===== src/rtl/bpc_pkg.sv =====
package bpc_pkg;

    localparam int CH_DATA = 0;
    localparam int CH_RCLK = 1;
    localparam int N_CH    = 2;

    typedef struct packed {
        logic data_rise;
        logic rclk_rise;
    } bpc_edges_t;

endpackage


===== src/rtl/bpc_sync.sv =====
module bpc_sync #(
    parameter int N_CH   = 2,
    parameter int STAGES = 2
) (
    input  logic            clk,
    input  logic            rst,
    input  logic [N_CH-1:0] async_i,
    output logic [N_CH-1:0] level_o,
    output logic [N_CH-1:0] rise_o
);

    localparam int CW = STAGES + 1;

    for (genvar g = 0; g < N_CH; g++) begin : g_ch
        logic [CW-1:0] chain_d, chain_q;

        always_comb begin
            chain_d = {chain_q[CW-2:0], async_i[g]};
        end

        always_ff @(posedge clk) begin
            if (rst) chain_q <= '0;
            else     chain_q <= chain_d;
        end

        assign level_o[g] = chain_q[STAGES-1];
        assign rise_o[g]  = chain_q[STAGES-1] & ~chain_q[STAGES];

        // an edge indication lasts a single cycle
        assert_rise_single_R11: assert property (@(posedge clk) disable iff (rst)
            rise_o[g] |=> !rise_o[g]);
    end

endmodule


===== src/rtl/bpc_oneshot.sv =====
module bpc_oneshot #(
    parameter int TICKS = 12
) (
    input  logic clk,
    input  logic rst,
    input  logic fire_i,
    output logic active_o
);

    localparam int CW = (TICKS < 2) ? 1 : $clog2(TICKS);

    typedef struct packed {
        logic          active;
        logic [CW-1:0] cnt;
    } os_state_t;

    os_state_t st_d, st_q;

    always_comb begin
        st_d = st_q;
        if (fire_i) begin
            st_d.active = 1'b1;
            st_d.cnt    = CW'(TICKS - 1);
        end else if (st_q.active) begin
            if (st_q.cnt == '0) st_d.active = 1'b0;
            else                st_d.cnt    = st_q.cnt - 1'b1;
        end
    end

    always_ff @(posedge clk) begin
        if (rst) st_q <= '0;
        else     st_q <= st_d;
    end

    assign active_o = st_q.active;

    // the remaining count never exceeds the programmed length
    assert_cnt_bound_R6: assert property (@(posedge clk) disable iff (rst)
        st_q.cnt <= CW'(TICKS - 1));

    // a pulse only begins after a trigger
    assert_start_on_fire_R2: assert property (@(posedge clk) disable iff (rst)
        !fire_i && !st_q.active |=> !st_q.active);

endmodule


===== src/rtl/bpc_phase_core.sv =====
module bpc_phase_core
    import bpc_pkg::*;
(
    input  logic       clk,
    input  logic       rst,
    input  bpc_edges_t edges_i,
    input  logic       win_active_i,
    output logic       up_o,
    output logic       dn_o,
    output logic       half_o
);

    typedef struct packed {
        logic cmp;
        logic half;
    } core_state_t;

    core_state_t st_d, st_q;

    always_comb begin
        st_d = st_q;
        if (edges_i.rclk_rise) begin
            st_d.cmp  = 1'b0;
            st_d.half = ~st_q.half;
        end else if (edges_i.data_rise) begin
            st_d.cmp  = 1'b1;
        end
    end

    always_ff @(posedge clk) begin
        if (rst) st_q <= '0;
        else     st_q <= st_d;
    end

    assign up_o   = st_q.cmp;
    assign dn_o   = win_active_i & ~st_q.cmp;
    assign half_o = st_q.half;

    // comparator is cleared only by a clock edge
    assert_clear_by_clock_R1: assert property (@(posedge clk) disable iff (rst)
        st_q.cmp && !edges_i.rclk_rise |=> st_q.cmp);

    // comparator is set only by a data edge
    assert_set_by_data_R5: assert property (@(posedge clk) disable iff (rst)
        !st_q.cmp && !edges_i.data_rise |=> !st_q.cmp);

    // divided clock holds between clock edges
    assert_half_hold_R7: assert property (@(posedge clk) disable iff (rst)
        !edges_i.rclk_rise |=> $stable(st_q.half));

endmodule


===== src/rtl/bitphase_cmp.sv =====
module bitphase_cmp
    import bpc_pkg::*;
#(
    parameter int WIN_TICKS    = 43,
    parameter int STROBE_TICKS = 12,
    parameter int SYNC_STAGES  = 2
) (
    input  logic clk,
    input  logic rst,
    input  logic data_i,
    input  logic rclk_i,
    output logic up_o,
    output logic dn_o,
    output logic strobe_o,
    output logic half_clk_o
);

    logic [N_CH-1:0] raw_in;
    logic [N_CH-1:0] lvl;
    logic [N_CH-1:0] rise;
    bpc_edges_t      edges;
    logic            win_active;

    always_comb begin
        raw_in          = '0;
        raw_in[CH_DATA] = data_i;
        raw_in[CH_RCLK] = rclk_i;
        edges.data_rise = rise[CH_DATA];
        edges.rclk_rise = rise[CH_RCLK];
    end

    bpc_sync #(.N_CH(N_CH), .STAGES(SYNC_STAGES)) u_sync (
        .clk     (clk),
        .rst     (rst),
        .async_i (raw_in),
        .level_o (lvl),
        .rise_o  (rise)
    );

    bpc_oneshot #(.TICKS(WIN_TICKS)) u_window (
        .clk      (clk),
        .rst      (rst),
        .fire_i   (edges.data_rise),
        .active_o (win_active)
    );

    bpc_oneshot #(.TICKS(STROBE_TICKS)) u_strobe (
        .clk      (clk),
        .rst      (rst),
        .fire_i   (edges.rclk_rise),
        .active_o (strobe_o)
    );

    bpc_phase_core u_core (
        .clk          (clk),
        .rst          (rst),
        .edges_i      (edges),
        .win_active_i (win_active),
        .up_o         (up_o),
        .dn_o         (dn_o),
        .half_o       (half_clk_o)
    );

    // advance and retard never overlap
    assert_up_dn_excl_R10: assert property (@(posedge clk) disable iff (rst)
        !(up_o && dn_o));

    // reset clears every output on the following edge
    assert_reset_clear_R9: assert property (@(posedge clk)
        rst |=> !up_o && !dn_o && !strobe_o && !half_clk_o);

    // strobe starts only after a clock edge
    assert_strobe_cause_R6: assert property (@(posedge clk) disable iff (rst)
        $rose(strobe_o) |-> $past(edges.rclk_rise));

    logic unused_lvl;
    assign unused_lvl = ^lvl;

endmodule


===== config.mk =====
export PLATFORM = sky130hd
export DESIGN_NAME = bitphase_cmp
export DESIGN_NICKNAME = d
export VERILOG_FILES = /design/src/rtl/bpc_pkg.sv /design/src/rtl/bpc_sync.sv /design/src/rtl/bpc_oneshot.sv /design/src/rtl/bpc_phase_core.sv /design/src/rtl/bitphase_cmp.sv
export SDC_FILE = /design/constraint.sdc
export NUM_CORES = 1
export LEC_CHECK = 0
export ABC_AREA = 1
export ABC_CLOCK_PERIOD_IN_PS = 1500
export BUFFER_PORTS_ARGS = -buffer_cell sky130_fd_sc_hd__buf_2
export CAP_MARGIN = 20
export CELL_PAD_IN_SITES_DETAIL_PLACEMENT = 0
export CELL_PAD_IN_SITES_GLOBAL_PLACEMENT = 1
export CORE_UTILIZATION = 41
export DETAILED_ROUTE_END_ITERATION = 8
export PLACE_DENSITY_LB_ADDON = 0.1
export SLEW_MARGIN = 10
export SYNTH_ARGS = -nofsm -noshare
export SYNTH_HDL_FRONTEND = slang
export SYNTH_HIERARCHICAL = 1
export SYNTH_SLANG_ARGS = --single-unit

===== constraint.sdc =====
create_clock -name clk -period 1.5 [get_ports clk]
set_input_delay 0.3 -clock clk [delete_from_list [all_inputs] [get_ports clk]]
set_output_delay 0.3 -clock clk [all_outputs]
set_load 0.02 [all_outputs]

### Word-level counts from Yosys, hierarchy flattened

Index checks and enable logic that the tools add are counted.

* register bits after elaboration: 20
* output and inout port bits: 4
* word-level logic and storage cells: 41

* add/sub/neg operators: 2
* equality and inequality tests: 2
* mux-type cells: 8
* bitwise gates (word level): 9
* reductions and logical operators: 10

Operators by type and width (count)
* 2-to-1 mux 7 bit: 2
* 2-to-1 mux 5 bit: 2
* AND reduction 2 bit: 4
* zero test 6 bit: 1
* 2-to-1 mux 6 bit: 1
* inverter 1 bit: 6
* subtractor 6 x 1 -> 6 bit, second input constant: 1
* zero test 4 bit: 1
* 2-to-1 mux 4 bit: 1
* inequality test 2 x 1 -> 1 bit, second input constant: 2
* nonzero test 2 bit: 2
* OR reduction 2 bit: 2
* subtractor 4 x 1 -> 4 bit, second input constant: 1
* bitwise AND 1 bit: 3
* 2-to-1 mux 1 bit: 2

### Longest topological paths before layout

Gate-level depths: netlist of run 1.

* depth in word-level cells: 4
* mapped depth: 9
* gate-level depth less buffers: 9

### Cells and area by module

Netlist of run 1, hierarchy kept.

Modules (own cells, without submodules)
* bpc_oneshot (u_window): times used 1, cells an instance 56, area each 407.9 um^2, seq. area each 140.1 um^2
* bpc_oneshot (u_strobe): times used 1, cells an instance 38, area each 266.5 um^2, seq. area each 100.1 um^2
* bpc_sync: times used 1, cells an instance 22, area each 187.7 um^2, seq. area each 120.1 um^2
* bpc_phase_core: times used 1, cells an instance 13, area each 83.8 um^2, seq. area each 40.0 um^2

### Worst setup path after synthesis of run 1

No wires, ideal clock.

* kind: register to register
* from: register u_strobe/st_q[0] in the netlist's numbering
* to: register u_strobe/st_q[1] in the netlist's numbering
* data arrival time: 1.043 ns
* slack: 0.341 ns
* cell stages (with the launch flop): 9
* clock period less this slack: 1.159 ns
* cell sequence: dfxtp_1 > inv_1 > ha_1 > nand3_2 > nand2_2 > nand2_2 > inv_1 > nor2_1 > nor2_1

* cells in the longest elaborated chain, start to end: 4
* elaborated cells on any way between the ends: 7

Ends and longest elaborated chain
* from (decl): line bpc_oneshot.sv:17 `os_state_t st_d, st_q;`
* from (signal assigned): line bpc_oneshot.sv:32 `else st_q <= st_d;`
* subtractor 4 x 1 -> 4 bit: line bpc_oneshot.sv:26 `else st_d.cnt = st_q.cnt - 1'b1;`
* 2-to-1 mux 4 bit: line bpc_oneshot.sv:25 `if (st_q.cnt == '0) st_d.active = 1'b0;`
* 2-to-1 mux 5 bit: line bpc_oneshot.sv:24 `end else if (st_q.active) begin`
* 2-to-1 mux 5 bit: line bpc_oneshot.sv:21 `if (fire_i) begin`

Several ways; a longest one is shown, not always the timed one. The select of a mux whose other input is x is not followed.
A chain may end at the register's enable or synchronous reset.

### Worst setup path after layout of run 1

* from: register u_window.st_q, in the netlist u_window/active_o
* to: output dn_o

* cells in the longest elaborated chain, start to end: 1

Ends and longest elaborated chain
* from (decl): line bpc_oneshot.sv:17
* from (signal assigned): line bpc_oneshot.sv:32
* bitwise AND 1 bit: line bpc_phase_core.sv:36 `assign dn_o = win_active_i & ~st_q.cmp;`
* to (decl): line bitphase_cmp.sv:13 `output logic dn_o,`

Every way passes these cells.

==> results of run 1 <==
power by group through the flow:
stage	registers, mW	logic, mW	clock network [mW]
final	0.576	0.158	0.312
after global routing	0.580	0.183	0.348
after global placement	0.588	0.158	0
after CTS	0.576	0.160	0.326
after detailed placement	0.588	0.159	0
after floorplan	0.589	0.120	0
state kept, by name, indices dropped and copies added, names as in the netlist:
signal,cells
u_core/up_o,1
u_sync/g_ch.chain_q,6
u_window/active_o,1
u_strobe/active_o,1
u_strobe/st_q,4
u_core/half_o,1
u_window/st_q,6
path summary, 6_finish.rpt:
kind | depth (start not counted) | to | slack [ns]
setup / recovery | 3 | dn_o | 0.09
hold / removal | 3 | u_sync/g_ch[1].chain_q[0] | 0.19
setup reg to reg | 8 | u_strobe/st_q[1] | 0.21
hold reg to reg | 2 | u_sync/g_ch[0].chain_q[1] | 0.41
metal layers:
layer | routed length (um) | up-vias
met4 | 9 | 0
met5 | 0 | -
met2 | 650 | 7
met1 | 884 | 348
li1 | - | 412
met3 | 35 | 2
through the flow:
stage               utilization (%)  cells  total power, mW  cell area [um^2]
finish                         51.1    166             1.05              1040
global route                   51.1    166             1.11              1040
CTS                            51.1    166             1.06              1040
detailed placement             49.3    162            0.747              1010
global placement               49.3    162            0.746              1010
floorplan                         -    127            0.709               931
final cells by class:
| cell class | instances | share of cell area [%] |
|---|---|---|
| inverters | 29 | 10.4 |
| flip-flops and latches | 20 | 38.4 |
| well taps | 27 | 3.24 |
| multi-input cells | 78 | 40.4 |
| clock buffers | 4 | 3.48 |
| repair buffers | 8 | 4.08 |
critical path, stage by stage (launching register included):
cell and delay [ns]:
dfxtp_1 0.48, inv_1 0.09, nor2_1 0.08, buf_2 0.16
==> results by group, run 1 <==
Die
  – # IOs: 8
  – Die area: 2470 um^2
  – Num rows: 16
  – Starting Density: 45.6%
  – Overall die height: 49.7 um
  – Die width: ~50 um
  – Core area: 2040 um^2

Min path
  – Type of the tightest min-delay check: input port to flop
  – Worst hold start: rclk_i

GRT
  – Vias in the first global route: 665
  – GR Util met1: 21.1%
  – Grt peak-use layer: met1
  – Met3 Use GR: 3.70%
  – First-pass GRT wire length: 2.73 mm
  – Remaining Overflow, GRT: 0
  – Routing usage on met2: 20.5%
  – Largest net degree at the start of global routing: 16
  – GRT Resource Usage Total: between 10% and 20%
  – Initial antenna violation count: 0

Clock tree
  – Sink Count: 20
  – CTS max path bufs: 2
  – CTS Buf Count: 3
  – Root Buffer: clkbuf_4
  – Hold Buf Count CTS: 0
  – Worst-path clk slew: 0.11 ns
  – Skew-Pair Late Insertion Delay: 0.30 ns
  – Post-CTS sizing: 0
  – Setup Buffers After CTS: 0
  – CTS tree: yes
  – Max H-tree Level: 1

STA
  – Headroom to the max-slew limit: 81.1%
  – Fin. max-slew vios: 0
  – Fin crit period: 1.41 ns
  – RSZ-0062 raised after global routing: false
  – Setup TNS: 0 ns
  – Worst Tran Pin Value: approximately 0.28 ns
  – FMAX: 709 MHz
  – Worst Skew: 0.00267 ns
  – Final Hold Viols: 0
  – Fin crit share: approximately 94%
  – Worst hold slack: 0.194 ns
  – Final setup vio count: 0
  – Final worst setup slack: 0.0899 ns

Routing
  – Routed WL per cell: 9.52 um
  – Vias: 769
  – Vias per Instance: 4.63
  – Detail Route Antenna Nets: 0
  – Total Wirelength: 1.58 mm
  – DRC: 0
  – Initial drt markers: 20
  – Detailed Routing Iterations Pass 1: 4

Pwr
  – Register share of total power: 55.0%
  – Comb pwr share: 15.1%
  – Peak supply drop: 0.000527 V
  – Int Power: 0.767 mW
  – Clk pwr share: 29.8%
  – PD cells: 1000 nW/um^2
  – Net load switching power: 0.280 mW
  – Switching Fraction: around 27%
  – LEAKAGE: between 0.5 and 0.6 nW

Final layout
  – Area of the multi-input gates: around 420 um^2
  – Most frequent cells in the layout: inv_1, nor2_1, dfxtp_1, nand2_1, buf_2
  – N_diodes: 0
  – Area Growth Syn to Fin: 12.1%
  – Share of layout cells above drive strength 1: 18.7%
  – Register area: 400 um^2
  – Commonest non-fill, non-tap cell in the layout: inv_1
  – FILL cells: between 200 and 250
  – Fin nets: 147

Synthesis
  – Gate Count Post-Synth: 127
  – Synth Cell Area: 931 um^2
  – Syn avg cell area: 7.33 um^2
  – Syn Nets: 134
  – Syn. warnings: 6

Run status
  – Status: completed

Critical path
  – Crit path launch: u_window/active_o
  – R2R Path Start: u_strobe/st_q[0]
  – CP endpoint kind: primary output
  – Crit-path max FO: 6
  – Worst Path Required: approximately 1.2 ns
  – Worst setup SP type: flop
  – Crit path kind: flop to primary output
  – Arr. time, crit path: 1.11 ns

Placement
  – IO Port Bufs: 7
  – GPL Wtd Cong: 0.821
  – DP HPWL: 1.18 mm
  – Dpl ws: between 0.2 and 0.25 ns

Flow run
  – Max-cap viol count: 0
No activity file was read; power rests on OpenSTA's default activity.
==> inputs of run 2 (changes only) <==
--- a/config.mk
+++ b/config.mk
@@ -6,13 +6,13 @@
 export NUM_CORES = 1
 export LEC_CHECK = 0
 export ABC_AREA = 1
-export ABC_CLOCK_PERIOD_IN_PS = 1500
-export BUFFER_PORTS_ARGS = -buffer_cell sky130_fd_sc_hd__buf_2
+export ABC_CLOCK_PERIOD_IN_PS = 1580
 export CAP_MARGIN = 20
 export CELL_PAD_IN_SITES_DETAIL_PLACEMENT = 0
 export CELL_PAD_IN_SITES_GLOBAL_PLACEMENT = 1
-export CORE_UTILIZATION = 41
+export CORE_UTILIZATION = 43
 export DETAILED_ROUTE_END_ITERATION = 8
+export DONT_BUFFER_PORTS = 1
 export PLACE_DENSITY_LB_ADDON = 0.1
 export SLEW_MARGIN = 10
 export SYNTH_ARGS = -nofsm -noshare
==> constraint.sdc (replaced) <==
create_clock -name clk -period 1.58 [get_ports clk]
set_input_delay 0.316 -clock clk [delete_from_list [all_inputs] [get_ports clk]]
set_output_delay 0.316 -clock clk [all_outputs]
set_load 0.02 [all_outputs]
==> run 2 against run 1 <==
Against the previous run:
- sequential share of layout area rose by 0.61 points
- cell area fell by 1.6%
- combinational power fell by 16%
- sequential power fell by 4.2%
- power rose by 5.5%
- register-to-register slack improved by 0.07 ns
- flip-flop and latch count did not move
- clock skew barely moved
- critical endpoint unchanged
==> results by group, run 2 (synthesized netlist as in run 1, its figures left out) <==
Critical path
  – Arr. time, crit path: 1.12 ns
  – FF-to-FF path depth: 8
  – Worst Path Required: 1.26 ns
  – Reg2Reg Setup Slack: 0.28 ns
  – Worst path buffer plus inverter count: 1
  – CP endpoint kind: primary output
  – Crit-path max FO: 6
  – Slowest CP cell: dfxtp_1
  – Crit path kind: flop to primary output
  – Max incr delay on CP: about 0.50 ns
  – R2R Path Start: u_strobe/st_q[0]
  – FF-to-FF End: u_strobe/st_q[1]
  – Worst setup SP type: flop
  – CP Cell Sequence: inv_1, nor2_2
  – Critical path's top delay family: flip-flops

Final layout
  – Area Growth Syn to Fin: 10.3%
  – Commonest non-fill, non-tap cell in the layout: inv_1
  – N_diodes: 0
  – Largest regs: u_sync/g_ch.chain_q x6, u_window/st_q x6, u_strobe/st_q x4
  – Most frequent cells in the layout: inv_1, nor2_1, dfxtp_1, nand2_1
  – Fin nets: between 100 and 150
  – Share of layout cells above drive strength 1: between 10% and 20%

STA
  – Worst Skew: 0.00246 ns
  – Headroom to the max-slew limit: 79.5%
  – Final Hold Viols: 0
  – Worst Tran Pin Value: 0.307 ns
  – Fin crit share: roughly nine tenths
  – Fin crit period: 1.43 ns
  – FMAX: 698 MHz
  – RSZ-0062 raised after global routing: false
  – Fin. max-slew vios: 0
  – Setup TNS: 0 ns
  – Final setup vio count: 0

Clock tree
  – Max H-tree Level: 1
  – CTS max path bufs: 2
  – Skew-Pair Late Insertion Delay: 0.30 ns
  – Root Buffer: clkbuf_4
  – Worst-path clk slew: 0.12 ns
  – CTS Buf Count: 3
  – Sink Count: 20
  – CTS tree: yes
  – Setup Buffers After CTS: 0

Pwr
  – LEAKAGE: 0.504 nW
  – Peak supply drop: 0.000649 V
  – Clk pwr share: 38.0%
  – Total power: 1.10 mW
  – Net load switching power: about 0.27 mW
  – Switching Fraction: 24.1%
  – Comb pwr share: 12.0%
  – Register share of total power: approximately half
  – PD cells: 1080 nW/um^2
  – Int Power: 0.839 mW

Placement
  – GPL Wtd Cong: roughly 0.8
  – IO Port Bufs: 0
  – DP HPWL: 1.14 mm

GRT
  – GRT Resource Usage Total: 16.1%
  – Initial antenna violation count: 0
  – First-pass GRT wire length: 2.88 mm
  – Vias in the first global route: ~700
  – Largest net degree at the start of global routing: 16
  – Remaining Overflow, GRT: 0

Routing
  – Detailed Routing Iterations Pass 1: 4
  – Vias: 731
  – Total Wirelength: 1.58 mm
  – Initial drt markers: 19
  – DRC: 0
  – Vias per Instance: roughly 4.6
  – Routed WL per cell: 9.91 um
  – Detail Route Antenna Nets: 0

Die
  – # IOs: 8
  – Starting Density: 46.5%
  – Die area: roughly 2400 um^2
  – Die width: between 40 and 50 um
  – Num rows: 16
  – Overall die height: 48.5 um
  – Core area: 2000 um^2

Min path
  – Type of the tightest min-delay check: input port to flop
  – Worst hold start: rst
  – Hold depth: 1
  – WHS Endpoint: u_window/st_q[3]

Run status
  – Status: completed

Flow run
  – Max-cap viol count: 0
[run 2: layout make-up]
class / instances / area, um^2
clock inverters: 1 / 30.0
multi-input cells: 78 / 424
repair buffers: 1 / 7.51
flip-flops and latches: 20 / 400
fillers: 197 / 975
well taps: 27 / 33.8
clock buffers: 3 / 22.5
inverters: 29 / 109
[run 2: per-stage QoR]
stage               instance area [um^2]  std cells  setup WS [ns]  hold slack, ns  utilization (%)
finish                              1030        159          0.147          0.0641             51.3
global route                        1030        159         0.0524          0.0290             51.3
CTS                                 1020        159         0.0479          0.0474             51.2
detailed placement                   972        155          0.308           0.389             48.6
global placement                     972        155          0.326           0.388             48.6
floorplan                            931        127          0.421           0.385                -
[run 2: worst max-delay path by stage]
stage,startpoint,end,slack (ns),cells after the start
final,u_window/active_o,dn_o,0.15,2
after global routing,u_window/active_o,dn_o,0.05,2
after CTS,u_window/active_o,dn_o,0.05,2
after detailed placement,u_strobe/st_q[0],u_strobe/st_q[1],0.31,8
after global placement,u_strobe/st_q[0],u_strobe/st_q[1],0.33,8
after floorplan,u_strobe/st_q[0],u_strobe/st_q[1],0.42,8
[run 2: repair_timing]
item                       in CTS  in global routing
hold buffers                    0                  0
hold endpoints to repair        0                  0
gates resized for setup         0                  1
setup endpoints to repair       0                  1
[run 2: routing by layer]
metal | vias up | track usage [%] | part of all wire (%)
met5 | - | 0 | 0
met4 | 0 | 5.88 | 1.2
met3 | 2 | 7.86 | 6.3
met2 | 17 | 23.9 | 40
met1 | 312 | 20.1 | 52
li1 | 400 | - | -
[run 2: power by group through the flow]
stage / Sequential [mW] / Combinational, mW / Clock, mW
2_1_floorplan: 0.559 / 0.114 / 0
3_3_place_gp: 0.563 / 0.133 / 0
3_5_place_dp: 0.563 / 0.133 / 0
4_1_cts: 0.552 / 0.133 / 0.433
5_1_grt: 0.556 / 0.155 / 0.456
6_report: 0.552 / 0.133 / 0.420
==> inputs of run 3 (changes only) <==
--- a/config.mk
+++ b/config.mk
@@ -10,10 +10,11 @@
 export CAP_MARGIN = 20
 export CELL_PAD_IN_SITES_DETAIL_PLACEMENT = 0
 export CELL_PAD_IN_SITES_GLOBAL_PLACEMENT = 1
+export CORE_MARGIN = 2
 export CORE_UTILIZATION = 43
 export DETAILED_ROUTE_END_ITERATION = 8
 export DONT_BUFFER_PORTS = 1
-export PLACE_DENSITY_LB_ADDON = 0.1
+export PLACE_DENSITY = 0.71
 export SLEW_MARGIN = 10
 export SYNTH_ARGS = -nofsm -noshare
 export SYNTH_HDL_FRONTEND = slang
==> run 3 against run 2 <==
Against the previous run:
- clock power is 31% lower
- register-to-register slack got worse by 0.02 ns
- cell area down 1.8%
- critical endpoint unchanged
- first-iteration DRC count down 68%
- clock-buffer cell count increased by 1
- clock skew down 0.0016 ns
- critical path depth did not move
- non-clock buffer count unchanged
- hold slack gained 0.012 ns
==> results by group, run 3 (synthesized netlist as in run 1, its figures left out) <==
Critical path
  – Slowest CP cell: dfxtp_1
  – Worst setup SP type: flop
  – Critical path's top delay family: flip-flops
  – R2R Path Start: u_strobe/st_q[0]
  – Worst path buffer plus inverter count: 1
  – Worst Path Required: about 1.3 ns
  – Crit path kind: flop to primary output
  – Crit path launch: u_window/active_o
  – CP Cell Sequence: inv_1, nor2_1
  – Crit-path max FO: 6
  – Max incr delay on CP: 0.48 ns
  – CP endpoint kind: primary output
  – Arr. time, crit path: 1.15 ns

Clock tree
  – Post-CTS sizing: 0
  – Setup Buffers After CTS: 0
  – Worst-path clk slew: 0.11 ns
  – Hold Buf Count CTS: 0
  – CTS tree: yes
  – Skew-Pair Late Insertion Delay: slightly below 0.3 ns
  – Sink Count: 20
  – CTS max path bufs: 2
  – Root Buffer: clkbuf_4
  – CTS Buf Count: 3
  – Max H-tree Level: 1

Routing
  – Detailed Routing Iterations Pass 1: 3
  – Detail Route Antenna Nets: 0
  – Routed WL per cell: 9.72 um
  – Vias per Instance: 4.59
  – Total Wirelength: approximately 1.5 mm
  – Initial drt markers: 6
  – DRC: 0
  – Vias: 730

Die
  – Num rows: 16
  – Die width: 50.5 um
  – Starting Density: between 40% and 50%
  – # IOs: 8
  – Core area: 2000 um^2
  – Die area: 2550 um^2
  – Overall die height: 50.5 um

Pwr
  – Peak supply drop: approximately 0.0006 V
  – PD cells: around 970 nW/um^2
  – LEAKAGE: 0.497 nW

Flow run
  – Max-cap viol count: 0

GRT
  – Remaining Overflow, GRT: 0
  – GRT Resource Usage Total: 14.6%
  – Initial antenna violation count: 0
  – Vias in the first global route: 650
  – Largest net degree at the start of global routing: 16
  – First-pass GRT wire length: between 2 and 3 mm

STA
  – FMAX: about 680 MHz
  – Final setup vio count: 0
  – Fin crit period: roughly 1.5 ns
  – Fin. max-slew vios: 0
  – Headroom to the max-slew limit: 75.3%
  – Fin crit share: 93.1%
  – Worst Skew: around 0.0009 ns
  – Setup TNS: 0 ns
  – Final Hold Viols: 0
  – Worst Tran Pin Value: between 0.3 and 0.4 ns
  – RSZ-0062 raised after global routing: false

Placement
  – GPL Wtd Cong: 0.833
  – IO Port Bufs: 0
  – DP HPWL: 1.21 mm
  – DP Area: between 900 and 1000 um^2

Final layout
  – Fin nets: 140
  – N_diodes: 0
  – Share of layout cells above drive strength 1: 14.4%
  – Largest regs: u_sync/g_ch.chain_q x6, u_window/st_q x6, u_strobe/st_q x4
  – Most frequent cells in the layout: inv_1, nor2_1, dfxtp_1, nand2_1
  – Area Growth Syn to Fin: 8.33%
  – Post-route cell area: 1010 um^2
  – Commonest non-fill, non-tap cell in the layout: inv_1

Min path
  – Type of the tightest min-delay check: input port to flop
  – Worst hold start: rst

Run status
  – Status: completed
==> run 3: cell type report <==
cell class | instances | area [um^2]
clock buffers | 4 | 36.3
fillers | 217 | 993
inverters | 29 | 109
multi-input cells | 78 | 422
flip-flops and latches | 20 | 400
well taps | 27 | 33.8
repair buffers | 1 | 7.51
==> run 3: power breakdown <==
part	internal (mW)	switching (mW)
sequential	0.528	0.0238
clock	0.140	0.148
combinational	0.0541	0.0794
total	0.722	0.252
==> run 3: through the flow <==
step / hold WS (ns) / utilization, % / setup slack, ns / power, mW / instances
floorplan: 0.385 / - / 0.421 / 0.673 / 127
global placement: 0.387 / 48.6 / 0.320 / 0.695 / 155
detailed placement: 0.389 / 48.6 / 0.287 / 0.698 / 155
CTS: 0.0549 / 50.4 / 0.0837 / 1.00 / 159
global route: 0.0437 / 50.4 / 0.0197 / 1.04 / 159
finish: 0.0766 / 50.4 / 0.110 / 0.974 / 159
==> run 3: worst reg2reg max path, stage by stage (launching register included) <==
cell and delay, ns:
dfxtp_1 0.42, inv_1 0.08, ha_1 0.26, nand3_2 0.11, nand2_2 0.08, nand2_2 0.10, inv_1 0.06, nor2_1 0.08
nor2_1 0.05
==> run 3: metal layers <==
metal / track usage (%) / vias to the layer above / part of all wire [%]
li1: - / 397 / -
met1: 20.2 / 324 / 53
met2: 20.0 / 7 / 43
met3: 3.87 / 2 / 2.7
met4: 9.01 / 0 / 1.2
met5: 0 / - / 0
==> run 3: path summary, 6_finish.rpt <==
check,to,slack [ns],cells after the start
worst max-delay path,dn_o,0.11,2
worst min-delay path,u_sync/g_ch[0].chain_q[0],0.08,1
worst max register to register,u_strobe/st_q[1],0.26,8
worst min register to register,u_sync/g_ch[1].chain_q[1],0.41,2
